`src/rtl/nco_pkg.sv`:
```
package nco_pkg;

    typedef enum logic [1:0] {
        ST_IDLE = 2'd0,
        ST_FILL = 2'd1,
        ST_RUN  = 2'd2
    } seq_state_t;

    localparam int AMP_STAGES = 2;

endpackage

```
`src/rtl/nco_word_capture.sv`:
```
module nco_word_capture #(
    parameter int W = 32
) (
    input  logic         clk,
    input  logic         rst,
    input  logic [W-1:0] d,
    output logic [W-1:0] q
);

    always_ff @(posedge clk) begin
        if (rst) begin
            q <= '0;
        end else begin
            q <= d;
        end
    end

endmodule

```
`src/rtl/nco_phase_acc.sv`:
```
module nco_phase_acc #(
    parameter int ACC_W = 32
) (
    input  logic             clk,
    input  logic             rst,
    input  logic [ACC_W-1:0] step,
    output logic [ACC_W-1:0] acc
);

    // wraps freely modulo 2^ACC_W; only reset clears it
    always_ff @(posedge clk) begin
        if (rst) begin
            acc <= '0;
        end else begin
            acc <= acc + step;
        end
    end

endmodule

```
`src/rtl/nco_offset_trunc.sv`:
```
module nco_offset_trunc #(
    parameter int ACC_W  = 32,
    parameter int ADDR_W = 8
) (
    input  logic              clk,
    input  logic              rst,
    input  logic [ACC_W-1:0]  acc,
    input  logic [ACC_W-1:0]  ofs,
    output logic [ACC_W-1:0]  sum,
    output logic [ADDR_W-1:0] addr
);

    localparam int TOP = ACC_W - 1;

    always_ff @(posedge clk) begin
        if (rst) begin
            sum <= '0;
        end else begin
            sum <= acc + ofs;
        end
    end

    assign addr = sum[TOP -: ADDR_W];

endmodule

```
`src/rtl/nco_seq_ctrl.sv`:
```
module nco_seq_ctrl
    import nco_pkg::*;
(
    input  logic       clk,
    input  logic       rst,
    output seq_state_t state,
    output logic       valid
);

    seq_state_t state_nx;

    always_ff @(posedge clk) begin
        if (rst) begin
            state <= ST_IDLE;
        end else begin
            state <= state_nx;
        end
    end

    always_comb begin
        state_nx = state;
        unique case (state)
            ST_IDLE: state_nx = ST_FILL;
            ST_FILL: state_nx = ST_RUN;
            ST_RUN:  state_nx = ST_RUN;
            default: state_nx = ST_IDLE;
        endcase
    end

    always_comb begin
        valid = 1'b0;
        unique case (state)
            ST_IDLE: valid = 1'b0;
            ST_FILL: valid = 1'b0;
            ST_RUN:  valid = 1'b1;
            default: valid = 1'b0;
        endcase
    end

endmodule

```
`src/rtl/nco_phase_path.sv`:
```
module nco_phase_path
    import nco_pkg::*;
#(
    parameter int ACC_W  = 32,
    parameter int ADDR_W = 8,
    parameter int AMP_W  = 8
) (
    input  logic              clk,
    input  logic              rst,
    input  logic [ACC_W-1:0]  freq_word,
    input  logic [ACC_W-1:0]  phase_word,
    input  logic [AMP_W-1:0]  amp_word,
    output logic [ADDR_W-1:0] phase_addr,
    output logic [AMP_W-1:0]  amp_out,
    output logic              valid
);

    logic [ACC_W-1:0] freq_q;
    logic [ACC_W-1:0] ofs_q;
    logic [ACC_W-1:0] acc_q;
    logic [ACC_W-1:0] sum_q;
    seq_state_t       state;
    logic [AMP_W-1:0] amp_pipe [AMP_STAGES+1];

    nco_word_capture #(.W(ACC_W)) i_freq_cap (
        .clk(clk), .rst(rst), .d(freq_word), .q(freq_q)
    );

    nco_word_capture #(.W(ACC_W)) i_ofs_cap (
        .clk(clk), .rst(rst), .d(phase_word), .q(ofs_q)
    );

    // amplitude delay line matches the offset-to-address latency
    assign amp_pipe[0] = amp_word;
    generate
        for (genvar g = 0; g < AMP_STAGES; g++) begin : g_amp
            nco_word_capture #(.W(AMP_W)) i_amp_cap (
                .clk(clk), .rst(rst), .d(amp_pipe[g]), .q(amp_pipe[g+1])
            );
        end
    endgenerate
    assign amp_out = amp_pipe[AMP_STAGES];

    nco_phase_acc #(.ACC_W(ACC_W)) i_acc (
        .clk(clk), .rst(rst), .step(freq_q), .acc(acc_q)
    );

    nco_offset_trunc #(.ACC_W(ACC_W), .ADDR_W(ADDR_W)) i_trunc (
        .clk(clk), .rst(rst), .acc(acc_q), .ofs(ofs_q),
        .sum(sum_q), .addr(phase_addr)
    );

    nco_seq_ctrl i_seq (
        .clk(clk), .rst(rst), .state(state), .valid(valid)
    );

endmodule

```
`config.mk`:
```
export PLATFORM = sky130hd
export DESIGN_NAME = nco_phase_path
export DESIGN_NICKNAME = d
export VERILOG_FILES = /design/src/rtl/nco_pkg.sv /design/src/rtl/nco_word_capture.sv /design/src/rtl/nco_phase_acc.sv /design/src/rtl/nco_offset_trunc.sv /design/src/rtl/nco_seq_ctrl.sv /design/src/rtl/nco_phase_path.sv
export SDC_FILE = /design/constraint.sdc
export NUM_CORES = 1
export LEC_CHECK = 0
export ABC_AREA = 1
export BUFFER_PORTS_ARGS = -buffer_cell sky130_fd_sc_hd__buf_2
export CORE_ASPECT_RATIO = 1.4
export CORE_MARGIN = 10
export CORE_UTILIZATION = 65
export CTS_BUF_LIST = sky130_fd_sc_hd__clkbuf_2
export CTS_CLUSTER_DIAMETER = 40
export DETAILED_ROUTE_END_ITERATION = 16
export GPL_TIMING_DRIVEN = 0
export PLACE_DENSITY = 0.88
export SYNTH_ARGS = -nofsm -noshare
export SYNTH_HDL_FRONTEND = slang
export SYNTH_SLANG_ARGS = --single-unit
```
`constraint.sdc`:
```
create_clock -name clk -period 4.2 [get_ports clk]
set_input_delay 0 -clock clk [delete_from_list [all_inputs] [get_ports clk]]
set_output_delay 0 -clock clk [all_outputs]
set_load 0.005 [all_outputs]
```
==> results.toml, run 1 <==
[worst_setup_path]
path_buf_inv = 1
cp-start-kind = "register"
cp_top_family = "simple AND/OR/NAND/NOR gates"
endpoint_kind = "register"
r2r.worst_path.cells = 13
cp_max_fo = 5
crit_path_max_incr_delay_ns = 0.45
cpMostUsedCell = "nand2_1"
critical_path_depth = 13
worst-endpoint-arrival_ns = 2.97
critical_path_class = "reg -> reg"
r2r_setup_slack_ns = 1.86
cp_slowest_cell = "fa_1"
path_cells = "ha_1 > fa_1 > nand3_1 > nand3_2 > nand2_1 > nand2_1 > nand2_1 > nand2_2 > nand2_1 > nand2_1 > nand2_1 > inv_1 > nor2_1"
cp.required_ns = 4.84

[power_and_ir_drop]
p_leak_nw = 5.799
ir_drop_v = 0.0002442
power.total_mw = 3.013
powerDensity_nw_per_um2 = 308.5

[sta]
timing.hold.ws_ns = 0.01881
skew_ns = 0.05503
fin_setup_tns_ns = 0
finalCritPeriodShare = 0.5564
fmax_mhz = 427.9
hold_viol_final = 0
slew_violations = 0
setup_viol = 0
grt_setup_unrepaired = "false"
fin_crit_ns = 2.337
tightest_slew_ns = 0.6220
slew_headroom = 0.5853

[global_route]
grt_pass1_wl_mm = 41.68
grt.overflow.total = 0
grt_pass1_vias = 8663
antenna_found_initial = 1
grt_use_total = 0.3112
grt_max_degree = 17

[clock_network]
htreeDepth = 4
postCtsSetupBuffers = 0
cts_root_buf = "clkbuf_2"
clk_pin_slew_ns = 0.24
cts_tree = "yes"
cts_buffers = 17
cts.sinks = 122
clock_latency_ns = 0.73
cts_buffer_depth = 2

[yosys]
synth-adder-area-share = 0.1054
yosysTopAreaCell = "dfxtp_1"
synth_edf_count = 0
synthFlopType = "dfxtp_1"
synth.most_common_cell = "nand2_1"
yosys_warnings = 0
ys_top_cells_by_count = "nand2_1, inv_1, nor2_1"
synth_compound_area_frac = 0.06361
synth_top_family_by_area = "simple AND/OR/NAND/NOR gates"
ys_ff_latch = 122
synthTopCellsByArea = "dfxtp_1, nand2_1, inv_1, ha_1, nor2_1"
synthMuxAreaShare = 0
avgSynthCellArea_um2 = 6.069
synth_seq_area_share = 0.3184
synthArstFlopShare = 0
yosys.cell_types.count = 33
netlist.area_leader.share = 0.3184
synth_xor_area_frac = 0.003425
yosys.area_share.simple = 0.3489
netlist_instances = 1264
netlist_area_um2 = 7671
syn_nets = 1402

[floorplan]
std_cell_rows = 46
die_w_um = 111.8
core_um2 = 11450
ios = 91
die_area_um2 = 16610
initial_utilization = 0.6698
die-height_um = 148.5

[min_path]
worstHoldPathType = "in -> reg"
hold_depth = 4

[detailed_routing]
num_vias = 8608
dr.pass1.iters = 7
drc = 0
routed_wl_mm = 26.26
avgRoutedWirePerCell_um = 15.89
ant_nets = 0
vias_per_cell = 5.208
drt_iter0_markers = 794

[layout]
instances_no_fill = 1653
fin_nets = 1633
area_growth_pct = 27.32
layout-drive-gt1-share = 0.1048
final_cell_area_um2 = 9767

[place]
placed_area_um2 = 8297
dp_hpwl_mm = 16.16
io_buffers = 89
place_congestion = 0.9648
place_inst = 1497

[job]
maxCapViolations = 0

[status]
outcome = "completed"
worst paths after layout:
path	from	endpoint
max reg2reg	i_acc.acc[0]	i_acc.acc[22]
min	phase_word[16]	i_ofs_cap.q[16]
min reg2reg	g_amp[0].i_amp_cap.q[7]	g_amp[1].i_amp_cap.q[7]
max	i_acc.acc[0]	i_acc.acc[22]
flip-flops by register name, indices dropped and copies added, names as in the netlist:
register,cells
g_amp.i_amp_cap.q,16
i_acc.acc,32
i_freq_cap.q,32
i_ofs_cap.q,32
i_seq.state,2
i_trunc.sum,8
metrics by stage:
stage / worst slack (ns) / utilization
finish: 1.863 / 0.8527
global route: 1.728 / 0.8527
CTS: 2.124 / 0.8525
detailed placement: 2.131 / 0.7244
global placement: 2.189 / 0.7244
floorplan: 2.495 / -
routing by layer:
metal	routed length, µm	track usage
met3	1821	0.05435
met4	1968	0.2255
met1	9524	0.3133
met2	12950	0.5625
met5	0	0
worst min-delay path: stages:
cell and delay (ns):
dlygate4sd3_1 0.53, buf_2 0.10, inv_1 0.03, nor2_1 0.06
final cells by class:
| class | instances | area, µm² |
|---|---|---|
| multi-input cells | 826 | 3999 |
| flip-flops and latches | 122 | 2442 |
| well taps | 144 | 180.2 |
| diodes | 1 | 2.502 |
| clock inverters | 15 | 151.4 |
| inverters | 295 | 1107 |
| clock buffers | 17 | 85.08 |
| fillers | 701 | 1687 |
| repair buffers | 212 | 1677 |
| plain buffers | 21 | 122.6 |
what timing repair did:
item                      in CTS  in global routing
hold endpoints to repair      88                  0
hold buffers                 123                  0
gates resized for setup        0                  0
cell usage in the layout (no fill, tap or decap), types with 3 or more instances in the layout:
cell           instances
xnor2_1                3
ha_1                  63
clkinv_2               4
dfxtp_1              122
buf_4                  8
o21bai_1               4
dlygate4sd3_1        123
o21ai_0               14
nand2_2                9
buf_2                 91
and2_1                 5
nor3_1                 8
nand3b_1               4
buf_1                  4
clkbuf_2              17
a21oi_1               69
nand3_1               42
nor2_2                 8
clkinvlp_4             6
a21o_1                 3
inv_1                292
clkbuf_1               5
nand2_1              395
nor2_1               186
power by group:
part           switching (mW)  leakage [nW]  total, mW  internal (mW)
Combinational           0.539          4.66      0.889          0.349
Sequential             0.0745          1.01       1.33           1.26
Clock                   0.520         0.129      0.790          0.270
Total                    1.13          5.80       3.01           1.88
cell families after synthesis:
kind of cell | Yosys count
AOI/OAI and AO/OA | 93
xor gates and xnor gates | 3
adders and majority gates | 64
DFF | 122
buffers and inverters | 316
and+or+nand+nor | 666
Note: power is estimated with default switching activity, not from simulation.
==> inputs of run 2 (changes only) <==
--- a/config.mk
+++ b/config.mk
@@ -9,12 +9,12 @@
 export BUFFER_PORTS_ARGS = -buffer_cell sky130_fd_sc_hd__buf_2
 export CORE_ASPECT_RATIO = 1.4
 export CORE_MARGIN = 10
-export CORE_UTILIZATION = 65
+export CORE_UTILIZATION = 61
 export CTS_BUF_LIST = sky130_fd_sc_hd__clkbuf_2
 export CTS_CLUSTER_DIAMETER = 40
 export DETAILED_ROUTE_END_ITERATION = 16
 export GPL_TIMING_DRIVEN = 0
-export PLACE_DENSITY = 0.88
+export PLACE_DENSITY = 0.83
 export SYNTH_ARGS = -nofsm -noshare
 export SYNTH_HDL_FRONTEND = slang
 export SYNTH_SLANG_ARGS = --single-unit
==> constraint.sdc (replaced) <==
create_clock -name clk -period 2.2 [get_ports clk]
set_input_delay 0 -clock clk [delete_from_list [all_inputs] [get_ports clk]]
set_output_delay 0 -clock clk [all_outputs]
set_load 0.005 [all_outputs]
==> run 2 against run 1 <==
  * Register-to-register slack worse by 1.7 ns
  * Non-clock buffer count is 41 higher
  * Combinational power increased by 97%
  * Critical path type unchanged
==> results.toml, run 2 (same netlist as run 1, synthesis figures left out) <==
[min_path]
hold_depth = 4
min_from = "phase_word[12]"
min_to = "i_ofs_cap.q[12]"
worstHoldPathType = "in -> reg"

[sta]
setup_ws_ns = 0.1424
tightest_slew_ns = 0.6421
fin_crit_ns = 2.058
setup_viol = 0
hold_viol_final = 0
slew_violations = 0
skew_ns = 0.04652
fmax_mhz = 486.0
finalCritPeriodShare = 0.9353
slew_headroom = 0.5719

[clock_network]
htreeDepth = 4
cts_buffers = 17
cts_tree = "yes"
clk_pin_slew_ns = 0.23
clock_latency_ns = 0.74
cts_buffer_depth = 2
cts.sinks = 122
cts_root_buf = "clkbuf_2"

[worst_setup_path]
worst-endpoint-arrival_ns = 2.74
cp_top_family = "simple AND/OR/NAND/NOR gates"
cp_slowest_cell = "fa_2"
cp-startpoint = "i_acc.acc[0]"
path_buf_inv = 1
cp_max_fo = 4
crit_path_max_incr_delay_ns = 0.44
path_cells = "ha_2 > fa_2 > nand3_1 > nand3_2 > nand2_1 > nand2_1 > nand2_1 > nand2_2 > nand2_2 > nand2_1 > nand2_1 > inv_1 > nor2_1"
cp.required_ns = 2.88
rr_endpoint = "i_acc.acc[22]"
endpoint_kind = "register"
cpMostUsedCell = "nand2_1"
rr_startpoint = "i_acc.acc[0]"
critical_path_class = "reg -> reg"
r2r.worst_path.cells = 13
cp-start-kind = "register"
r2r_setup_slack_ns = 0.14

[place]
place_congestion = 0.9496
placed_area_um2 = 8304
io_buffers = 89
dp_hpwl_mm = 16.05
place_ws_ns = 0.1483

[power_and_ir_drop]
p_leak_nw = 5.995
power.total_mw = 5.880
ir_drop_v = 0.0004287
powerDensity_nw_per_um2 = 576.3

[layout]
most-common-layout-cells = "nand2_1, inv_1, nor2_1, dlygate4sd3_1, dfxtp_1"
layout-drive-gt1-share = 0.1059
reg.largest.list = "i_acc.acc x32, i_freq_cap.q x32, i_ofs_cap.q x32"
n_fill_cell = 772
fin_nets = 1674
layout_commonest_cell = "nand2_1"
area_growth_pct = 33.01
final_cell_area_um2 = 10200
final_core_util = 0.8288

[floorplan]
die_area_um2 = 17520
ios = 91
die_w_um = 114.8
core_um2 = 12310
die-height_um = 152.7
std_cell_rows = 48
initial_utilization = 0.6231

[detailed_routing]
avgRoutedWirePerCell_um = 15.45
drc = 0
vias_per_cell = 5.117
ant_nets = 0
num_vias = 8699
dr.pass1.iters = 6
routed_wl_mm = 26.27
drt_iter0_markers = 747

[global_route]
grt_pass1_wl_mm = 41.75
grt_max_degree = 17
grt_use_total = 0.2968
grt_pass1_vias = 8710
grt.overflow.total = 0
antenna_found_initial = 1

[status]
outcome = "completed"

[job]
maxCapViolations = 0
[run 2: cell types whose count changed in the layout (fill, tap and decap cells not counted), moves of 2 or more]
cell,previous run,this run
buf_4,8,10
clkinv_2,4,2
clkinv_4,1,6
clkinvlp_4,6,0
dlygate4sd3_1,123,162
inv_6,2,5
[run 2: worst max path at each step]
stage	depth (start not counted)	to	slack, ns
after floorplan	12	i_acc.acc[30]	0.49
after global placement	10	i_acc.acc[28]	0.18
after detailed placement	10	i_acc.acc[28]	0.15
after CTS	11	i_acc.acc[20]	0.11
after global routing	13	i_acc.acc[22]	-0.04
final	13	i_acc.acc[22]	0.14
[run 2: area by class of cell]
cell class	count	area, µm²	area share
Buffer	21	122.6	0.01202
Antenna cell	1	2.502	0.0002452
Clock inverter	15	166.4	0.01631
Tap cell	150	187.7	0.01839
Multi-Input combinational cell	826	4006	0.3926
Clock buffer	17	85.08	0.008338
Inverter	295	1107	0.1085
Sequential cell	122	2444	0.2395
Timing Repair Buffer	253	2082	0.2040
[run 2: what timing repair did]
action,in CTS,in global routing
hold buffers,161,1
buffers inserted,0,2
setup endpoints to repair,0,5
resized for setup,0,4
hold endpoints to repair,89,1
[run 2: metal layers]
| layer | vias up | part of all wire | track usage |
|---|---|---|---|
| li1 | 4287 | - | - |
| met1 | 3820 | 0.37 | 0.3059 |
| met2 | 445 | 0.49 | 0.5161 |
| met3 | 147 | 0.063 | 0.06186 |
| met4 | 0 | 0.077 | 0.2051 |
| met5 | - | 0 | 0 |
[run 2: tightest hold or removal path, stage by stage]
cell and delay [ns]:
dlygate4sd3_1 0.52, buf_2 0.09, inv_1 0.03, nor2_1 0.07
[run 2: power by group]
| group | switching (mW) | internal (mW) | total [mW] |
|---|---|---|---|
| registers | 0.139 | 2.40 | 2.54 |
| logic | 1.04 | 0.715 | 1.75 |
| clock network | 1.04 | 0.549 | 1.59 |
[run 2: through the flow]
step / hold WS, ns / std cells / setup TNS [ns]
finish: 0.02405 / 1700 / 0
global route: 0.01738 / 1700 / -0.03555
CTS: 0.001635 / 1696 / 0
detailed placement: 0.2046 / 1503 / 0
global placement: 0.1975 / 1503 / 0
floorplan: 0.1070 / 1264 / 0
==> inputs of run 3 (changes only) <==
--- a/config.mk
+++ b/config.mk
@@ -6,15 +6,14 @@
 export NUM_CORES = 1
 export LEC_CHECK = 0
 export ABC_AREA = 1
-export BUFFER_PORTS_ARGS = -buffer_cell sky130_fd_sc_hd__buf_2
+export BUFFER_PORTS_ARGS = -buffer_cell sky130_fd_sc_hd__clkbuf_2
 export CORE_ASPECT_RATIO = 1.4
 export CORE_MARGIN = 10
-export CORE_UTILIZATION = 61
+export CORE_UTILIZATION = 40
 export CTS_BUF_LIST = sky130_fd_sc_hd__clkbuf_2
 export CTS_CLUSTER_DIAMETER = 40
 export DETAILED_ROUTE_END_ITERATION = 16
 export GPL_TIMING_DRIVEN = 0
-export PLACE_DENSITY = 0.83
 export SYNTH_ARGS = -nofsm -noshare
 export SYNTH_HDL_FRONTEND = slang
 export SYNTH_SLANG_ARGS = --single-unit
==> run 3 against run 2 <==
  * Clock skew shrank 0.014 ns
  * Sequential share of layout area shrank 0.80 points
  * Maximum frequency grew 2.7%
  * Power shrank 3.0%
  * Count of clock-buffer cells in the layout grew 1
  * Critical path depth is the same
  * Cell count grew 7.1%
  * Setup slack gained 0.054 ns
  * Non-clock buffer count grew 24
  * Utilization shrank 27 points
  * Critical path type unchanged
==> results.toml, run 3 (same netlist as run 1, synthesis figures left out) <==
[status]
outcome = "completed"

[sta]
fmax_mhz = 499.0
fin_setup_tns_ns = 0
hold_viol_final = 0
setup_ws_ns = 0.1960
fin_crit_ns = 2.004
grt_setup_unrepaired = "false"
finalCritPeriodShare = 0.9109
slew_headroom = 0.5577
skew_ns = 0.03226
setup_viol = 0
slew_violations = 0
tightest_slew_ns = 0.6634

[layout]
layout-drive-gt1-share = 0.09981
final_cell_area_um2 = 10550
most-common-layout-cells = "nand2_1, inv_1, dlygate4sd3_1, nor2_1, dfxtp_1"
reg.largest.list = "i_acc.acc x32, i_freq_cap.q x32, i_ofs_cap.q x32"
fin_nets = 1698
layout_commonest_cell = "nand2_1"
area_growth_pct = 37.55

[clock_network]
clock_latency_ns = 0.72
cts_buffer_depth = 2
clk_pin_slew_ns = 0.21
cts_buffers = 17
cts_root_buf = "clkbuf_2"
htreeDepth = 4
cts.sinks = 122
postCtsSetupBuffers = 0
cts_tree = "yes"

[detailed_routing]
avgRoutedWirePerCell_um = 12.86
num_vias = 7949
route.met3.wl_um = 843
wl_met2_mm = 12.04
routed_wl_mm = 23.41
ant_nets = 0
dr.pass1.iters = 5
vias_per_cell = 4.368
drc = 0
routed.top_layer = "met4"
drt_iter0_markers = 359
m1WireLength_mm = 9.788

[place]
dp_hpwl_mm = 17.32
placed_area_um2 = 8422
io_buffers = 89
place_congestion = 0.9545
place_ws_ns = 0.1064

[power_and_ir_drop]
p_clk_frac = 0.257
pwr-share-seq = 0.444
power.internal_mw = 3.668
p_sw_frac = 0.3572
p_sw_mw = 2.038
ir_drop_v = 0.0004109
powerDensity_nw_per_um2 = 540.8
p_leak_nw = 6.082
pwr-share-comb = 0.299

[worst_setup_path]
endpoint_kind = "register"
critical_path_class = "reg -> reg"
worst-endpoint-arrival_ns = 2.68
cp-start-kind = "register"
cp_max_fo = 5
cp.required_ns = 2.87

[floorplan]
die_area_um2 = 25200
initial_utilization = 0.4091
ios = 91
die_w_um = 137.0
die-height_um = 183.9
std_cell_rows = 59
core_um2 = 18750

[global_route]
grt_pass1_wl_mm = 38.62
antenna_found_initial = 1
grt.overflow.total = 0
grt_pass1_vias = 7995
grt_max_degree = 17
grt_use_total = 0.1941

[job]
maxCapViolations = 0

[min_path]
worstHoldPathType = "reg -> reg"
## run 3: cell count changes in the layout (fill, tap and decap cells not counted), sizes merged
cell,delta
diode,+2
clkinv,-1
inv,-3
clkinvlp,+3
clkbuf,+90
dlygate4sd3,+26
buf,-91
## run 3: cell type report
class | instances | area, µm²
Multi-Input combinational cell | 826 | 4001
Fill cell | 1869 | 8199
Tap cell | 244 | 305.3
Sequential cell | 122 | 2442
Buffer | 21 | 122.6
Clock inverter | 14 | 147.6
Inverter | 295 | 1107
Antenna cell | 3 | 7.507
Clock buffer | 18 | 90.09
Timing Repair Buffer | 277 | 2327
## run 3: power by group through the flow
| stage | Combinational (mW) | Sequential, mW | Clock (mW) |
|---|---|---|---|
| final | 1.71 | 2.53 | 1.47 |
| after floorplan | 1.03 | 2.52 | 0 |
| after CTS | 1.70 | 2.54 | 1.52 |
| after global placement | 1.42 | 2.58 | 0 |
| after detailed placement | 1.43 | 2.58 | 0 |
| after global routing | 1.95 | 2.55 | 1.61 |
## run 3: layer usage
| layer | vias to the layer above | track usage |
|---|---|---|
| li1 | 4322 | - |
| met3 | 36 | 0.03747 |
| met1 | 3449 | 0.2099 |
| met4 | 0 | 0.07819 |
| met5 | - | 0 |
| met2 | 142 | 0.3570 |
## run 3: path summary, 6_finish.rpt
check | slack, ns | startpoint | depth (start not counted) | end
worst min register to register | 0.40 | g_amp[0].i_amp_cap.q[6] | 2 | g_amp[1].i_amp_cap.q[6]
worst min-delay path | 0.40 | g_amp[0].i_amp_cap.q[6] | 2 | g_amp[1].i_amp_cap.q[6]
worst max register to register | 0.20 | i_acc.acc[0] | 13 | i_acc.acc[24]
worst max-delay path | 0.20 | i_acc.acc[0] | 13 | i_acc.acc[24]
## run 3: metrics by stage
stage,total power [mW],hold slack [ns],utilization,instances
after floorplan,3.546,0.1070,-,1264
after global placement,3.996,0.1927,0.4492,1597
after detailed placement,4.014,0.1951,0.4492,1597
after CTS,5.752,0.4012,0.5622,1817
after global routing,6.108,0.4248,0.5627,1820
final,5.706,0.4017,0.5627,1820
## run 3: what timing repair did
action | 4_1_cts | 5_1_grt
endpoints found under the hold margin | 89 | 0
hold buffers | 188 | 0
gates resized for setup | 0 | 1
setup endpoints to repair | 0 | 3
## run 3: worst max-delay path, cell delays in order (launching register included)
cell     delay, ns
dfxtp_1       0.39
ha_1          0.25
fa_2          0.40
nand3_1       0.11
nand3_2       0.12
nand2_1       0.08
nand2_1       0.10
nand2_1       0.08
nand2_1       0.09
nand2_1       0.12
nand2_1       0.06
nand2_1       0.05
inv_1         0.04
nor2_1        0.08
